### src/rtl/fetch_pkg.sv
package fetch_pkg;

    typedef enum logic {
        NPC_SEQ   = 1'b0,
        NPC_TAKEN = 1'b1
    } npc_src_e;

endpackage

### src/rtl/fetch_next_addr.sv
module fetch_next_addr #(
    parameter int unsigned ADDR_W  = 32,
    parameter int unsigned IMM_W   = 16,
    parameter int unsigned INSTR_W = 32
) (
    input  logic [ADDR_W-1:0] pc_cur,
    input  logic [IMM_W-1:0]  offset,
    output logic [ADDR_W-1:0] seq_addr,
    output logic [ADDR_W-1:0] tgt_addr
);
    localparam int unsigned STEP  = INSTR_W / 8;
    localparam int unsigned SHIFT = $clog2(STEP);
    localparam int unsigned SEXT  = ADDR_W - IMM_W - SHIFT;
    localparam logic [ADDR_W-1:0] STEP_V = ADDR_W'(STEP);

    logic [ADDR_W-1:0] offset_bytes;

    // Sign-extend the word offset and scale it to bytes.
    always_comb begin
        offset_bytes = {{SEXT{offset[IMM_W-1]}}, offset, {SHIFT{1'b0}}};
        seq_addr     = pc_cur + STEP_V;
        tgt_addr     = seq_addr + offset_bytes;
    end
endmodule

### src/rtl/fetch_sel.sv
module fetch_sel
    import fetch_pkg::*;
#(
    parameter int unsigned ADDR_W = 32
) (
    input  logic              br_req,
    input  logic              zero_flag,
    input  logic [ADDR_W-1:0] seq_addr,
    input  logic [ADDR_W-1:0] tgt_addr,
    output npc_src_e          src,
    output logic [ADDR_W-1:0] npc
);
    // The branch request is qualified here by the zero flag.
    always_comb begin
        src = (br_req && zero_flag) ? NPC_TAKEN : NPC_SEQ;
    end

    always_comb begin
        unique case (src)
            NPC_SEQ:   npc = seq_addr;
            NPC_TAKEN: npc = tgt_addr;
        endcase
    end
endmodule

### src/rtl/fetch_pc_reg.sv
module fetch_pc_reg #(
    parameter int unsigned          ADDR_W     = 32,
    parameter int unsigned          ALIGN_BITS = 2,
    parameter logic [ADDR_W-1:0]    RESET_ADDR = '0
) (
    input  logic              clk,
    input  logic              rst,
    input  logic [ADDR_W-1:0] pc_d,
    output logic [ADDR_W-1:0] pc_q
);
    always_ff @(posedge clk) begin
        if (rst) pc_q <= RESET_ADDR;
        else     pc_q <= pc_d;
    end


    reset_load_chk: assert property (@(posedge clk)
        rst |=> (pc_q == RESET_ADDR));


    pc_aligned_chk: assert property (@(posedge clk) disable iff (rst)
        pc_q[ALIGN_BITS-1:0] == '0);
endmodule

### src/rtl/fetch_pc_unit.sv
module fetch_pc_unit
    import fetch_pkg::*;
#(
    parameter int unsigned       ADDR_W     = 32,
    parameter int unsigned       IMM_W      = 16,
    parameter int unsigned       INSTR_W    = 32,
    parameter logic [ADDR_W-1:0] RESET_ADDR = '0
) (
    input  logic               clk,
    input  logic               rst,
    input  logic               br_sel,
    input  logic               alu_zero,
    input  logic [IMM_W-1:0]   imm16,
    input  logic [INSTR_W-1:0] imem_rdata,
    output logic [ADDR_W-1:0]  imem_addr,
    output logic [INSTR_W-1:0] instr
);
    localparam int unsigned STEP  = INSTR_W / 8;
    localparam int unsigned SHIFT = $clog2(STEP);
    localparam int unsigned SEXT  = ADDR_W - IMM_W - SHIFT;
    localparam logic [ADDR_W-1:0] STEP_V = ADDR_W'(STEP);

    logic [ADDR_W-1:0] pc;
    logic [ADDR_W-1:0] seq_addr;
    logic [ADDR_W-1:0] tgt_addr;
    logic [ADDR_W-1:0] npc;
    npc_src_e          src;

    fetch_next_addr #(
        .ADDR_W (ADDR_W),
        .IMM_W  (IMM_W),
        .INSTR_W(INSTR_W)
    ) u_next (
        .pc_cur  (pc),
        .offset  (imm16),
        .seq_addr(seq_addr),
        .tgt_addr(tgt_addr)
    );

    fetch_sel #(
        .ADDR_W(ADDR_W)
    ) u_sel (
        .br_req   (br_sel),
        .zero_flag(alu_zero),
        .seq_addr (seq_addr),
        .tgt_addr (tgt_addr),
        .src      (src),
        .npc      (npc)
    );

    fetch_pc_reg #(
        .ADDR_W    (ADDR_W),
        .ALIGN_BITS(SHIFT),
        .RESET_ADDR(RESET_ADDR)
    ) u_pc (
        .clk (clk),
        .rst (rst),
        .pc_d(npc),
        .pc_q(pc)
    );

    // The memory is combinational, so the fetched word passes straight through.
    always_comb begin
        imem_addr = pc;
        instr     = imem_rdata;
    end


    seq_step_chk: assert property (@(posedge clk) disable iff (rst)
        !(br_sel && alu_zero) |=> (pc == $past(pc) + STEP_V));


    taken_step_chk: assert property (@(posedge clk) disable iff (rst)
        (br_sel && alu_zero) |=> (pc == $past(pc) + STEP_V +
            {{SEXT{$past(imm16[IMM_W-1])}}, $past(imm16), {SHIFT{1'b0}}}));


    taken_src_chk: assert property (@(posedge clk) disable iff (rst)
        (br_sel && alu_zero) |-> (src == NPC_TAKEN));
endmodule

### config.mk
export PLATFORM = sky130hd
export DESIGN_NAME = fetch_pc_unit
export DESIGN_NICKNAME = d
export VERILOG_FILES = /design/src/rtl/fetch_pkg.sv /design/src/rtl/fetch_next_addr.sv /design/src/rtl/fetch_sel.sv /design/src/rtl/fetch_pc_reg.sv /design/src/rtl/fetch_pc_unit.sv
export SDC_FILE = /design/constraint.sdc
export NUM_CORES = 1
export LEC_CHECK = 0
export BUFFER_PORTS_ARGS = -buffer_cell sky130_fd_sc_hd__buf_2
export CAP_MARGIN = 25
export CORE_MARGIN = 4
export CORE_UTILIZATION = 35
export DETAILED_ROUTE_END_ITERATION = 8
export PLACE_DENSITY = 0.62
export SYNTH_ARGS = -nofsm -noshare
export SYNTH_HDL_FRONTEND = slang
export SYNTH_SLANG_ARGS = --single-unit
### constraint.sdc
create_clock -name clk -period 5.7 [get_ports clk]
set_input_delay 0.285 -clock clk [delete_from_list [all_inputs] [get_ports clk]]
set_output_delay 0.285 -clock clk [all_outputs]
set_load 0.01 [all_outputs]
==> qor.log, run 1 <==
qor: power.power.share.clock 0.250
qor: synthesis.synth.distinct_cells 62
qor: floorplanning.num_io_pins 116
qor: sta.slew_viol_final 0
qor: grt.grtUsageTotal 0.1737
qor: synthesis.asyncSetResetFlopFracSynth 0
qor: sta.finalHoldViolations 0
qor: flow_run.cap_viol_max_count 0
qor: power.vdd_drop_max 100.4 µV
qor: clocking.cts-buffers-inserted 5
qor: synthesis.post-synth-top-area-cell sky130_fd_sc_hd__dfxtp_1
qor: synthesis.synth_seq_cells 30
qor: sta.rsz0062_at_grt false
qor: power.total_leakage_power 1.587 nW
qor: critical_path.worst_setup_path_end_kind flop
qor: power.p_per_area 201.1 nW/µm²
qor: clocking.cts_repair_resize_count 0
qor: finish.register_bank_with_the_most_flops u_pc.pc_q
qor: clocking.ctsLongestPathBuffers 2
qor: sta.layout_worst_path_cycle_share 0.6621
qor: sta.number_of_setup_violations_in_the_final_report 0
qor: critical_path.timing.critical_path.cells and3_1 > nand4_1 > nor2_1 > nand3_1 > nor2_1 > xor2_1 > ha_1 > nand4_1 > a21oi_1 > a21oi_1 > a21boi_0 > o21ai_0 > a221o_1
qor: critical_path.critPathSlowestCell sky130_fd_sc_hd__a21boi_0
qor: synthesis.synth_area_leaders sky130_fd_sc_hd__dfxtp_1 17%, sky130_fd_sc_hd__ha_1 13%, sky130_fd_sc_hd__buf_4 7.3%, sky130_fd_sc_hd__xnor2_1 6.0%, sky130_fd_sc_hd__a21oi_1 5.1%
qor: sta.setup-tns-final 0 ns
qor: routing.drt.antenna.violating_nets 0
qor: routing.routed_via_density 5.544
qor: clocking.cts_root_buffer sky130_fd_sc_hd__clkbuf_8
qor: floorplanning.fp.dieW 109.8 µm
qor: grt.grt_overflow_total 0
qor: power.pwr-share-comb 0.424
qor: critical_path.critical_path_s_largest_stage_delay 0.42 ns
qor: routing.final_routed_wirelength 10.19 mm
qor: sta.max_clock_freq 0.2650 GHz
qor: routing.initial_drt_markers 141
qor: synthesis.dominantRegCellSynth sky130_fd_sc_hd__dfxtp_1
qor: clocking.ctsHtreeMaxLevel 2
qor: finish.largest_register_ff_count 30
qor: routing.routed-via-count 3432
qor: power.power_switching 0.0003107 W
qor: status.run_status complete, no violations
qor: finish.layout.core_utilization 0.3843
qor: min_path.hold_path.class primary input to flop
qor: synthesis.postSynthCellCount 478
qor: clocking.clkLatencyLatePin 0.29 ns
qor: critical_path.worst_ep_arrival_time 3.95 ns
qor: grt.grt_start_max_net_pins 36
qor: power.power_frac_seq 0.326
qor: floorplanning.std_cell_rows 36
qor: clocking.cts_hold_buffers 0
qor: synthesis.synth-edff-count 0
qor: critical_path.path_class flop to flop
qor: critical_path.cp_data_required_time 5.88 ns
qor: finish.biggestRegsByFlops u_pc.pc_q: 30 flops
qor: synthesis.ys_seq_area_frac 0.1657
qor: grt.number_of_global_route_vias_before_repair 3361
qor: grt.grt_antenna_before_repair 0
qor: sta.max-slew-margin-rel 0.2802
qor: clocking.tritoncts_clock_tree yes
qor: routing.avgRoutedWirePerCell 16.46 µm
qor: placed_design.place.port_buffers 49
qor: floorplanning.die_h 109.8 µm
qor: placed_design.gpl_wtd_cong 0.8836
qor: sta.final.setup_skew 0.008081 ns
qor: power.power.internal 0.0004554 W
qor: finish.drive_gt1_frac 0.1379
qor: finish.insertedDiodeCount 0
qor: sta.post-route-min-period 3.774 ns
qor: clocking.clk_transition_reported_paths 0.07 ns
qor: sta.timing_worst_slew_pin_value 1.076 ns
qor: finish.most_common_library_cell_in_the_layout_ignoring_fill_and_taps sky130_fd_sc_hd__buf_2
qor: placed_design.detailedPlace.worstSlack 1.960 ns
qor: power.switching_share_of_total_power 0.4055
qor: grt.grt_first_pass_wirelength 16.59 mm
qor: finish.mostFrequentLayoutCells 49 x sky130_fd_sc_hd__buf_2, 44 x sky130_fd_sc_hd__nand2_1, 37 x sky130_fd_sc_hd__nor2_1, 37 x sky130_fd_sc_hd__a21oi_1, 37 x sky130_fd_sc_hd__ha_1
qor: finish.layout-area-overhead-vs-synth 5.110%
qor: routing.number_of_remaining_drc_errors 0
qor: critical_path.setup.worst_path.start_class flop
qor: synthesis.netlist.area_leader.share 0.1657
qor: clocking.cts_setup_buffers 0
qor: floorplanning.starting_density 0.3657
qor: floorplanning.area_of_the_die 12050 µm²
qor: synthesis.synth_area 3623 µm²
qor: critical_path.timing.critical_path.fanout_max 6
qor: finish.fin_nets 575
qor: synthesis.synth-warning-count 0
qor: synthesis.syn_avg_cell_area 7.580 µm²
qor: routing.detail_route.first_pass.iterations 4
qor: placed_design.hpwl 7.864 mm
qor: floorplanning.design.core.area 9910 µm²
qor: clocking.numClockSinks 30
qor: sta.final_critical_path_setup_slack 1.926 ns
-- Yosys cell counts, types with 4 or more instances --
| cell | count |
|---|---|
| sky130_fd_sc_hd__buf_4 | 35 |
| sky130_fd_sc_hd__dfxtp_1 | 30 |
| sky130_fd_sc_hd__nor4b_1 | 4 |
| sky130_fd_sc_hd__nor3_1 | 11 |
| sky130_fd_sc_hd__nand3_1 | 19 |
| sky130_fd_sc_hd__clkbuf_1 | 8 |
| sky130_fd_sc_hd__o21bai_1 | 8 |
| sky130_fd_sc_hd__nand2_1 | 44 |
| sky130_fd_sc_hd__xor2_1 | 21 |
| sky130_fd_sc_hd__xnor2_1 | 25 |
| sky130_fd_sc_hd__and3_1 | 4 |
| sky130_fd_sc_hd__o21ai_0 | 24 |
| sky130_fd_sc_hd__or3_1 | 4 |
| sky130_fd_sc_hd__nor2_1 | 37 |
| sky130_fd_sc_hd__and2_1 | 5 |
| sky130_fd_sc_hd__ha_1 | 37 |
| sky130_fd_sc_hd__nor3b_1 | 4 |
| sky130_fd_sc_hd__o211ai_1 | 9 |
| sky130_fd_sc_hd__a211oi_1 | 15 |
| sky130_fd_sc_hd__nand4_1 | 14 |
| sky130_fd_sc_hd__inv_1 | 16 |
| sky130_fd_sc_hd__a21oi_1 | 37 |
| sky130_fd_sc_hd__o21a_1 | 4 |
| sky130_fd_sc_hd__a21o_1 | 6 |
-- power by group through the flow --
stage | registers (W) | logic, W | clock network, W
2_1_floorplan | 0.000260 | 0.000253 | 0
3_3_place_gp | 0.000253 | 0.000315 | 0
3_5_place_dp | 0.000254 | 0.000320 | 0
4_1_cts | 0.000250 | 0.000322 | 0.000197
5_1_grt | 0.000253 | 0.000363 | 0.000205
6_report | 0.000250 | 0.000325 | 0.000191
-- cells by family after synthesis --
| group | after synthesis | synth area share |
|---|---|---|
| compound gates | 131 | 0.2476 |
| xor+xnor | 46 | 0.1112 |
| buf+inv | 67 | 0.1129 |
| flops | 30 | 0.1657 |
| fa+ha+maj | 38 | 0.1333 |
| mux | 1 | 0.003108 |
| simple gates | 164 | 0.2251 |
| other cells | 1 | 0.001035 |
-- metrics by stage --
step                      instances  hold slack [ns]  instance area [µm²]  power (W)
after floorplan                 479           0.5676                 3627  0.0005137
after global placement          610           0.5251                 3690  0.0005685
after detailed placement        610           0.5432                 3690  0.0005740
after CTS                       618           0.4686                 3781  0.0007683
after global routing            619           0.5081                 3809  0.0008203
final                           619           0.4700                 3809  0.0007661
-- metal layers --
metal | part of all wire | GRT usage | vias to the layer above
li1 | - | - | 1719
met1 | 0.45 | 0.2220 | 1584
met2 | 0.47 | 0.2995 | 109
met3 | 0.068 | 0.03464 | 20
met4 | 0.014 | 0.04096 | 0
met5 | 0 | 0 | -
-- worst paths after layout --
check,slack [ns],to,cells after the start,start
max,1.93,u_pc.pc_q[27],13,u_pc.pc_q[4]
min,0.47,u_pc.pc_q[3],4,imm16[1]
max reg2reg,1.93,u_pc.pc_q[27],13,u_pc.pc_q[4]
min reg2reg,0.55,u_pc.pc_q[2],1,u_pc.pc_q[2]
-- worst max-delay path: cells and delay by family (launching register included) --
family | cells | cell delay [ns]
xor gates and xnor gates | 1 | 0.26
AOI/OAI and AO/OA | 5 | 1.23
and+or+nand+nor | 6 | 1.45
adders and majority gates | 1 | 0.33
DFF | 1 | 0.39
-- cell type report --
class | count | area [µm²]
clock buffers | 7 | 86.33
clock inverters | 1 | 5.005
fillers | 1077 | 6101
inverters | 16 | 60.06
multi-input cells | 382 | 2618
flip-flops and latches | 30 | 600.6
well taps | 133 | 166.4
repair buffers | 50 | 272.8
Note: power is estimated with default switching activity, not from simulation.
==> inputs of run 2 (changes only) <==
==> constraint.sdc (replaced) <==
create_clock -name clk -period 3.82 [get_ports clk]
set_input_delay 0.191 -clock clk [delete_from_list [all_inputs] [get_ports clk]]
set_output_delay 0.191 -clock clk [all_outputs]
set_load 0.01 [all_outputs]
==> run 2 against run 1 <==
Setup slack got worse by 1.6 ns. Die area unchanged. Flip-flop and latch count unchanged. Utilization increased by 0.48 points. Worst hold slack got worse by 0.098 ns. Register-to-register slack got worse by 1.6 ns. Wire length about the same. Combinational power increased by 50%. Global-route usage decreased by 0.078 points. Power increased by 49%.
==> qor.log, run 2 (same netlist as run 1, synthesis figures left out) <==
qor: status.run_status complete, no violations
qor: grt.grt_first_pass_wirelength 16.54 mm [-0.33%]
qor: critical_path.timing.critical_path.fanout_max 9 [+3]
qor: sta.layout_worst_path_cycle_share 0.9038 [+0.2417]
qor: routing.drt.antenna.violating_nets 0 [unchanged]
qor: critical_path.setup.worst_path.start_class flop
qor: clocking.cts-buffers-inserted 5 [unchanged]
qor: routing.initial_drt_markers 170 [+21%]
qor: critical_path.r2r-end u_pc.pc_q[31]
qor: sta.max_clock_freq 0.2897 GHz [+9.3%]
qor: sta.setup-tns-final 0 ns [unchanged]
qor: min_path.holdPathStages 4 [unchanged]
qor: power.vdd_drop_max 160.6 µV [+60%]
qor: grt.grtUsageTotal 0.1729 [-0.0007819]
qor: finish.layout-area-overhead-vs-synth 6.423%
qor: power.pwr-share-comb 0.427 [+0.003]
qor: min_path.hold_path.startpoint imm16[1]
qor: power.power_switching 0.0004609 W [+48%]
qor: critical_path.cp_data_required_time 4.00 ns [-1.88 ns]
qor: sta.post-route-min-period 3.452 ns [-0.3214 ns]
qor: min_path.hold_path.class primary input to flop
qor: power.power_frac_seq 0.326 [about the same]
qor: floorplanning.std_cell_rows 36 [unchanged]
qor: sta.number_of_setup_violations_in_the_final_report 0 [unchanged]
qor: sta.timing_worst_slew_pin_value 0.9991 ns [-0.07661 ns]
qor: placed_design.place.port_buffers 49 [unchanged]
qor: finish.largest_register_ff_count 30 [unchanged]
qor: min_path.min_to u_pc.pc_q[3]
qor: finish.mostFrequentLayoutCells 49 x sky130_fd_sc_hd__buf_2, 44 x sky130_fd_sc_hd__nand2_1, 37 x sky130_fd_sc_hd__a21oi_1, 37 x sky130_fd_sc_hd__ha_1, 36 x sky130_fd_sc_hd__nor2_1
qor: floorplanning.area_of_the_die 12050 µm² [unchanged]
qor: sta.finalHoldViolations 0 [unchanged]
qor: routing.routed-via-count 3461 [+0.84%]
qor: critical_path.worst-r2r-setup-slack 0.37 ns [-1.56 ns]
qor: grt.number_of_global_route_vias_before_repair 3357 [-0.12%]
qor: floorplanning.starting_density 0.3657 [unchanged]
qor: critical_path.worst_ep_arrival_time 3.64 ns [-0.31 ns]
qor: routing.routed_via_density 5.520 [-0.44%]
qor: critical_path.path_class flop to flop
qor: clocking.ctsLongestPathBuffers 2 [unchanged]
qor: sta.max-slew-margin-rel 0.3323 [+0.05211]
qor: sta.final.setup_skew 0.01102 ns [+0.002944 ns]
qor: routing.avgRoutedWirePerCell 16.26 µm [-1.2%]
qor: finish.n_fill_cell 1069 [-0.74%]
qor: sta.rsz0062_at_grt false
qor: floorplanning.num_io_pins 116 [unchanged]
qor: power.p_per_area 296.7 nW/µm² [+47%]
qor: power.design_power_total 0.001144 W [+49%]
qor: clocking.ctsHtreeMaxLevel 2 [unchanged]
qor: grt.grt_start_max_net_pins 36 [unchanged]
qor: clocking.clk_transition_reported_paths 0.07 ns [about the same]
qor: clocking.numClockSinks 30 [unchanged]
qor: critical_path.worst_setup_path_end_kind flop
qor: floorplanning.fp.dieW 109.8 µm [unchanged]
qor: routing.final_routed_wirelength 10.19 mm [about the same]
qor: finish.most_common_library_cell_in_the_layout_ignoring_fill_and_taps sky130_fd_sc_hd__buf_2
qor: power.power.share.clock 0.248 [-0.002]
qor: grt.grt_antenna_before_repair 0 [unchanged]
qor: floorplanning.design.core.area 9910 µm² [unchanged]
qor: clocking.cts_root_buffer sky130_fd_sc_hd__clkbuf_8
qor: finish.drive_gt1_frac 0.1559 [+0.01801]
qor: power.power.internal 0.0006831 W [+50%]
qor: routing.number_of_remaining_drc_errors 0 [unchanged]
qor: clocking.clkLatencyLatePin 0.30 ns [about the same]
qor: flow_run.cap_viol_max_count 0 [unchanged]
qor: power.switching_share_of_total_power 0.4029 [-0.002633]
qor: floorplanning.die_h 109.8 µm [unchanged]
qor: placed_design.hpwl 7.860 mm [about the same]
qor: grt.grt_overflow_total 0 [unchanged]
qor: placed_design.gpl_wtd_cong 0.9453 [+7.0%]
qor: routing.detail_route.first_pass.iterations 5 [+1]
qor: clocking.tritoncts_clock_tree yes
qor: power.total_leakage_power 1.618 nW [+2.0%]
qor: critical_path.worst_r2r_startpoint u_pc.pc_q[2]
qor: finish.insertedDiodeCount 0 [unchanged]
qor: critical_path.timing.reg2reg.worst_path_depth 14 [+1]
qor: finish.biggestRegsByFlops u_pc.pc_q: 30 flops
qor: sta.slew_viol_final 0 [unchanged]
qor: finish.register_bank_with_the_most_flops u_pc.pc_q
qor: finish.fin_nets 583 [+1.4%]
==> run 2: per-layer routing <==
layer	up-vias	share of wire	wire length, µm	global-route usage
met5	-	0	0	0
met4	0	0.020	202	0.06322
met3	22	0.065	658	0.03288
met2	106	0.46	4669	0.2777
met1	1603	0.46	4664	0.2295
li1	1730	-	-	-
==> run 2: power by group through the flow <==
stage	Clock [W]	Sequential, W	Combinational [W]
floorplan	0	0.000388	0.000378
global placement	0	0.000378	0.000476
detailed placement	0	0.000379	0.000482
CTS	0.000292	0.000372	0.000486
global route	0.000307	0.000377	0.000542
finish	0.000284	0.000372	0.000488
==> run 2: timing repair <==
action / in CTS / in global routing
hold buffers: 0 / 0
gates resized for setup: 0 / 2
setup buffers: 0 / 2
setup endpoints to repair: 0 / 4
==> run 2: cell type report <==
cell class	instances	area, µm²	area share
multi-input combinational	382	2621	0.6798
inverter	16	60.06	0.01557
clock buffer	7	86.33	0.02239
sequential	30	600.6	0.1557
timing repair buffer	58	316.6	0.08209
clock inverter	1	5.005	0.001298
tap	133	166.4	0.04315
==> run 2: per-stage QoR <==
| step | cells | setup slack, ns | utilization | hold slack (ns) | cell area (µm²) |
|---|---|---|---|---|---|
| after floorplan | 479 | 0.6324 | - | 0.4738 | 3627 |
| after global placement | 616 | 0.4224 | 0.3769 | 0.3821 | 3735 |
| after detailed placement | 617 | 0.2963 | 0.3780 | 0.3821 | 3746 |
| after CTS | 625 | 0.2750 | 0.3872 | 0.3754 | 3837 |
| after global routing | 627 | 0.01066 | 0.3891 | 0.3820 | 3856 |
| final | 627 | 0.3676 | 0.3891 | 0.3725 | 3856 |
==> run 2: worst max path at each step <==
stage	start	to	slack, ns
2_1_floorplan	u_pc.pc_q[4]	u_pc.pc_q[31]	0.63
3_3_place_gp	u_pc.pc_q[4]	u_pc.pc_q[26]	0.42
3_5_place_dp	u_pc.pc_q[4]	u_pc.pc_q[31]	0.30
4_1_cts	u_pc.pc_q[4]	u_pc.pc_q[31]	0.28
5_1_grt	u_pc.pc_q[4]	u_pc.pc_q[31]	0.01
6_report	u_pc.pc_q[2]	u_pc.pc_q[31]	0.37
==> run 2: worst max-delay path, cell delays in order, from the launching register on <==
cell	delay, ns
sky130_fd_sc_hd__dfxtp_1	0.42
sky130_fd_sc_hd__ha_1	0.29
sky130_fd_sc_hd__nand4_1	0.17
sky130_fd_sc_hd__nor2_1	0.12
sky130_fd_sc_hd__buf_4	0.17
sky130_fd_sc_hd__nand2_1	0.08
sky130_fd_sc_hd__xnor2_1	0.14
sky130_fd_sc_hd__ha_1	0.45
sky130_fd_sc_hd__nand2_1	0.18
sky130_fd_sc_hd__nor4_1	0.38
sky130_fd_sc_hd__nand2_1	0.10
sky130_fd_sc_hd__a211oi_1	0.28
sky130_fd_sc_hd__o21ai_0	0.13
sky130_fd_sc_hd__nand3b_1	0.11
sky130_fd_sc_hd__mux2_2	0.33
==> inputs of run 3 (changes only) <==
--- a/config.mk
+++ b/config.mk
@@ -5,12 +5,12 @@
 export SDC_FILE = /design/constraint.sdc
 export NUM_CORES = 1
 export LEC_CHECK = 0
-export BUFFER_PORTS_ARGS = -buffer_cell sky130_fd_sc_hd__buf_2
 export CAP_MARGIN = 25
 export CORE_MARGIN = 4
 export CORE_UTILIZATION = 35
 export DETAILED_ROUTE_END_ITERATION = 8
-export PLACE_DENSITY = 0.62
+export DONT_BUFFER_PORTS = 1
+export PLACE_DENSITY = 0.52
 export SYNTH_ARGS = -nofsm -noshare
 export SYNTH_HDL_FRONTEND = slang
 export SYNTH_SLANG_ARGS = --single-unit
==> run 3 against run 2 <==
Flip-flop and latch count did not move. Clock-buffer cell count decreased by 1. Sequential power increased by 2%. Die area did not move. Power grew 9.5%. Critical path type unchanged.
==> qor.log, run 3 (same netlist as run 1, synthesis figures left out) <==
qor: grt.grt_antenna_before_repair 0 [unchanged]
qor: routing.drt.antenna.violating_nets 0 [unchanged]
qor: sta.number_of_setup_violations_in_the_final_report 0 [unchanged]
qor: routing.routed_via_density 5.539 [+0.35%]
qor: routing.number_of_remaining_drc_errors 0 [unchanged]
qor: clocking.tritoncts_clock_tree yes
qor: routing.initial_drt_markers 119 [-30%]
qor: clocking.numClockSinks 30 [unchanged]
qor: sta.rsz0062_at_grt false
qor: finish.drive_gt1_frac 0.08352 [-0.07235]
qor: grt.grt_first_pass_wirelength 17.26 mm [+4.3%]
qor: placed_design.placed_cells 579 [-6.2%]
qor: flow_run.cap_viol_max_count 0 [unchanged]
qor: routing.m1WireLength 4.677 mm [+0.28%]
qor: sta.max_clock_freq 0.2851 GHz [-1.6%]
qor: finish.layout-area-overhead-vs-synth 3.246%
qor: finish.filler_free_cell_count_of_the_finished_design 588 [-6.2%]
qor: finish.biggestRegsByFlops u_pc.pc_q: 30 flops
qor: grt.number_of_global_route_vias_before_repair 3338 [-0.57%]
qor: clocking.ctsHtreeMaxLevel 2 [unchanged]
qor: sta.finalHoldViolations 0 [unchanged]
qor: clocking.ctsLongestPathBuffers 2 [unchanged]
qor: finish.n_fill_cell 1075 [+0.56%]
qor: sta.setup-tns-final 0 ns [unchanged]
qor: floorplanning.design.core.area 9910 µm² [unchanged]
qor: critical_path.worstSetupStartpoint u_pc.pc_q[9]
qor: floorplanning.num_io_pins 116 [unchanged]
qor: finish.largest_register_ff_count 30 [unchanged]
qor: critical_path.worst_setup_path_end_kind flop
qor: critical_path.worst_r2r_startpoint u_pc.pc_q[9]
qor: finish.insertedDiodeCount 0 [unchanged]
qor: finish.fin_nets 544 [-6.7%]
qor: floorplanning.starting_density 0.3657 [unchanged]
qor: power.p_per_area 334.8 nW/µm² [+13%]
qor: routing.detail_route.first_pass.iterations 4 [-1]
qor: min_path.hold_path.startpoint rst
qor: critical_path.cp_common_cell sky130_fd_sc_hd__nor2_1
qor: status.run_status complete, no violations
qor: sta.final_critical_path_setup_slack 0.3123 ns [-0.05530 ns]
qor: clocking.cts-buffers-inserted 5 [unchanged]
qor: grt.grt_start_max_net_pins 29 [-19%]
qor: clocking.clk_transition_reported_paths 0.07 ns [about the same]
qor: floorplanning.fp.dieW 109.8 µm [unchanged]
qor: placed_design.place.port_buffers 0 [-100%]
qor: critical_path.cp_data_required_time 3.98 ns [-0.02 ns]
qor: routing.met3_length 753 µm [+14%]
qor: sta.final.setup_skew 0.004840 ns [-0.006185 ns]
qor: floorplanning.area_of_the_die 12050 µm² [unchanged]
qor: critical_path.timing.critical_path.cells and3_1 > nand4_1 > nor2_1 > nand3_1 > nor2_1 > xor2_1 > ha_1 > a21oi_1 > o21ai_0 > a21oi_1 > nor2_1 > a211oi_1 > buf_4 > xor2_1 > o21ai_0
qor: sta.whs 0.03746 ns [-0.3350 ns]
qor: grt.grtUsageTotal 0.1808 [+0.007876]
qor: routing.dr.max_layer_used met4
qor: sta.timing_worst_slew_pin_value 0.9325 ns [-0.06659 ns]
qor: sta.slew_viol_final 0 [unchanged]
qor: placed_design.hpwl 8.245 mm [+4.9%]
qor: routing.detailroute.wirelength.met2 4.856 mm [+4.0%]
qor: routing.avgRoutedWirePerCell 17.75 µm [+9.2%]
qor: sta.post-route-min-period 3.508 ns [+0.05530 ns]
qor: clocking.clkLatencyLatePin 0.28 ns [-0.02 ns]
qor: finish.most_common_library_cell_in_the_layout_ignoring_fill_and_taps sky130_fd_sc_hd__nand2_1
qor: finish.register_bank_with_the_most_flops u_pc.pc_q
qor: finish.mostFrequentLayoutCells 44 x sky130_fd_sc_hd__nand2_1, 37 x sky130_fd_sc_hd__a21oi_1, 37 x sky130_fd_sc_hd__ha_1
qor: critical_path.worst_ep_arrival_time 3.67 ns [+0.03 ns]
qor: grt.grt_overflow_total 0 [unchanged]
qor: power.total_leakage_power 1.464 nW [-9.5%]
qor: floorplanning.die_h 109.8 µm [unchanged]
qor: placed_design.detailedPlace.worstSlack 0.3306 ns [+0.03430 ns]
qor: critical_path.setup.worst_path.start_class flop
qor: min_path.hold_path.class primary input to flop
qor: routing.routed-via-count 3257 [-5.9%]
qor: sta.layout_worst_path_cycle_share 0.9182 [+0.01448]
qor: critical_path.timing.critical_path.fanout_max 5 [-4]
qor: critical_path.path_class flop to flop
qor: sta.max-slew-margin-rel 0.3768 [+0.04450]
qor: floorplanning.std_cell_rows 36 [unchanged]
qor: finish.layout.core_utilization 0.3775 [-0.01162]
qor: placed_design.gpl_wtd_cong 0.8778 [-7.1%]
qor: power.vdd_drop_max 140.3 µV [-13%]
qor: routing.final_routed_wirelength 10.44 mm [+2.4%]
qor: critical_path.critical_path_s_largest_stage_delay 0.43 ns [-0.02 ns]
qor: clocking.cts_root_buffer sky130_fd_sc_hd__clkbuf_8
qor: critical_path.critPathSlowestCell sky130_fd_sc_hd__dfxtp_1
-- run 3: changes by cell type in the layout (fill, tap and decap cells not counted), sizes merged --
cell / change
buf: -40
dlygate4sd3: +1
clkbuf: -1
bufinv: +2
clkinv: -1
-- run 3: what timing repair did --
action | CTS | global route
setup endpoints to repair | 0 | 1
buffers inserted | 0 | 0
endpoints found under the hold margin | 15 | 0
hold buffers | 1 | 0
gates resized for setup | 0 | 2
-- run 3: routing by layer --
layer	GRT usage	vias to the layer above
li1	-	1648
met1	0.2318	1515
met2	0.2986	77
met3	0.05109	17
met4	0.04452	0
met5	0	-
-- run 3: final timing paths --
kind / to / slack (ns) / cells past startpoint
setup / recovery: u_pc.pc_q[26] / 0.31 / 15
hold / removal: u_pc.pc_q[24] / 0.04 / 1
setup reg to reg: u_pc.pc_q[26] / 0.31 / 15
hold reg to reg: u_pc.pc_q[2] / 0.63 / 2
-- run 3: where the power goes --
part	total [W]	internal [W]	leakage [nW]	switching, W
combinational	0.000459	0.000185	1.15	0.000273
clock	0.000415	0.000278	0.0714	0.000137
sequential	0.000379	0.000341	0.247	0.0000377
total	0.00125	0.000805	1.46	0.000448
-- run 3: critical path, delay by kind of cell, from the launching register on --
kind,cells,cell delay (ns)
flops,1,0.43
xor+xnor,2,0.41
simple gates,6,1.15
compound gates,5,0.87
buf+inv,1,0.19
fa+ha+maj,1,0.31
-- run 3: cell type report --
class                      instances  area [µm²]  share of cell area
clock inverter                     2       60.06             0.01605
inverter                          16       60.06             0.01605
tap                              133       166.4             0.04448
multi-input combinational        382        2623              0.7010
timing repair buffer              19       148.9             0.03980
clock buffer                       6       82.58             0.02207
sequential                        30       600.6              0.1605
-- run 3: stage by stage --
step           total power (W)  instance area, µm²
3_5_place_dp         0.0008384                3583
5_1_grt               0.001338                3741
6_report              0.001253                3741
4_1_cts               0.001265                3736
2_1_floorplan        0.0007666                3627
3_3_place_gp         0.0008335                3572
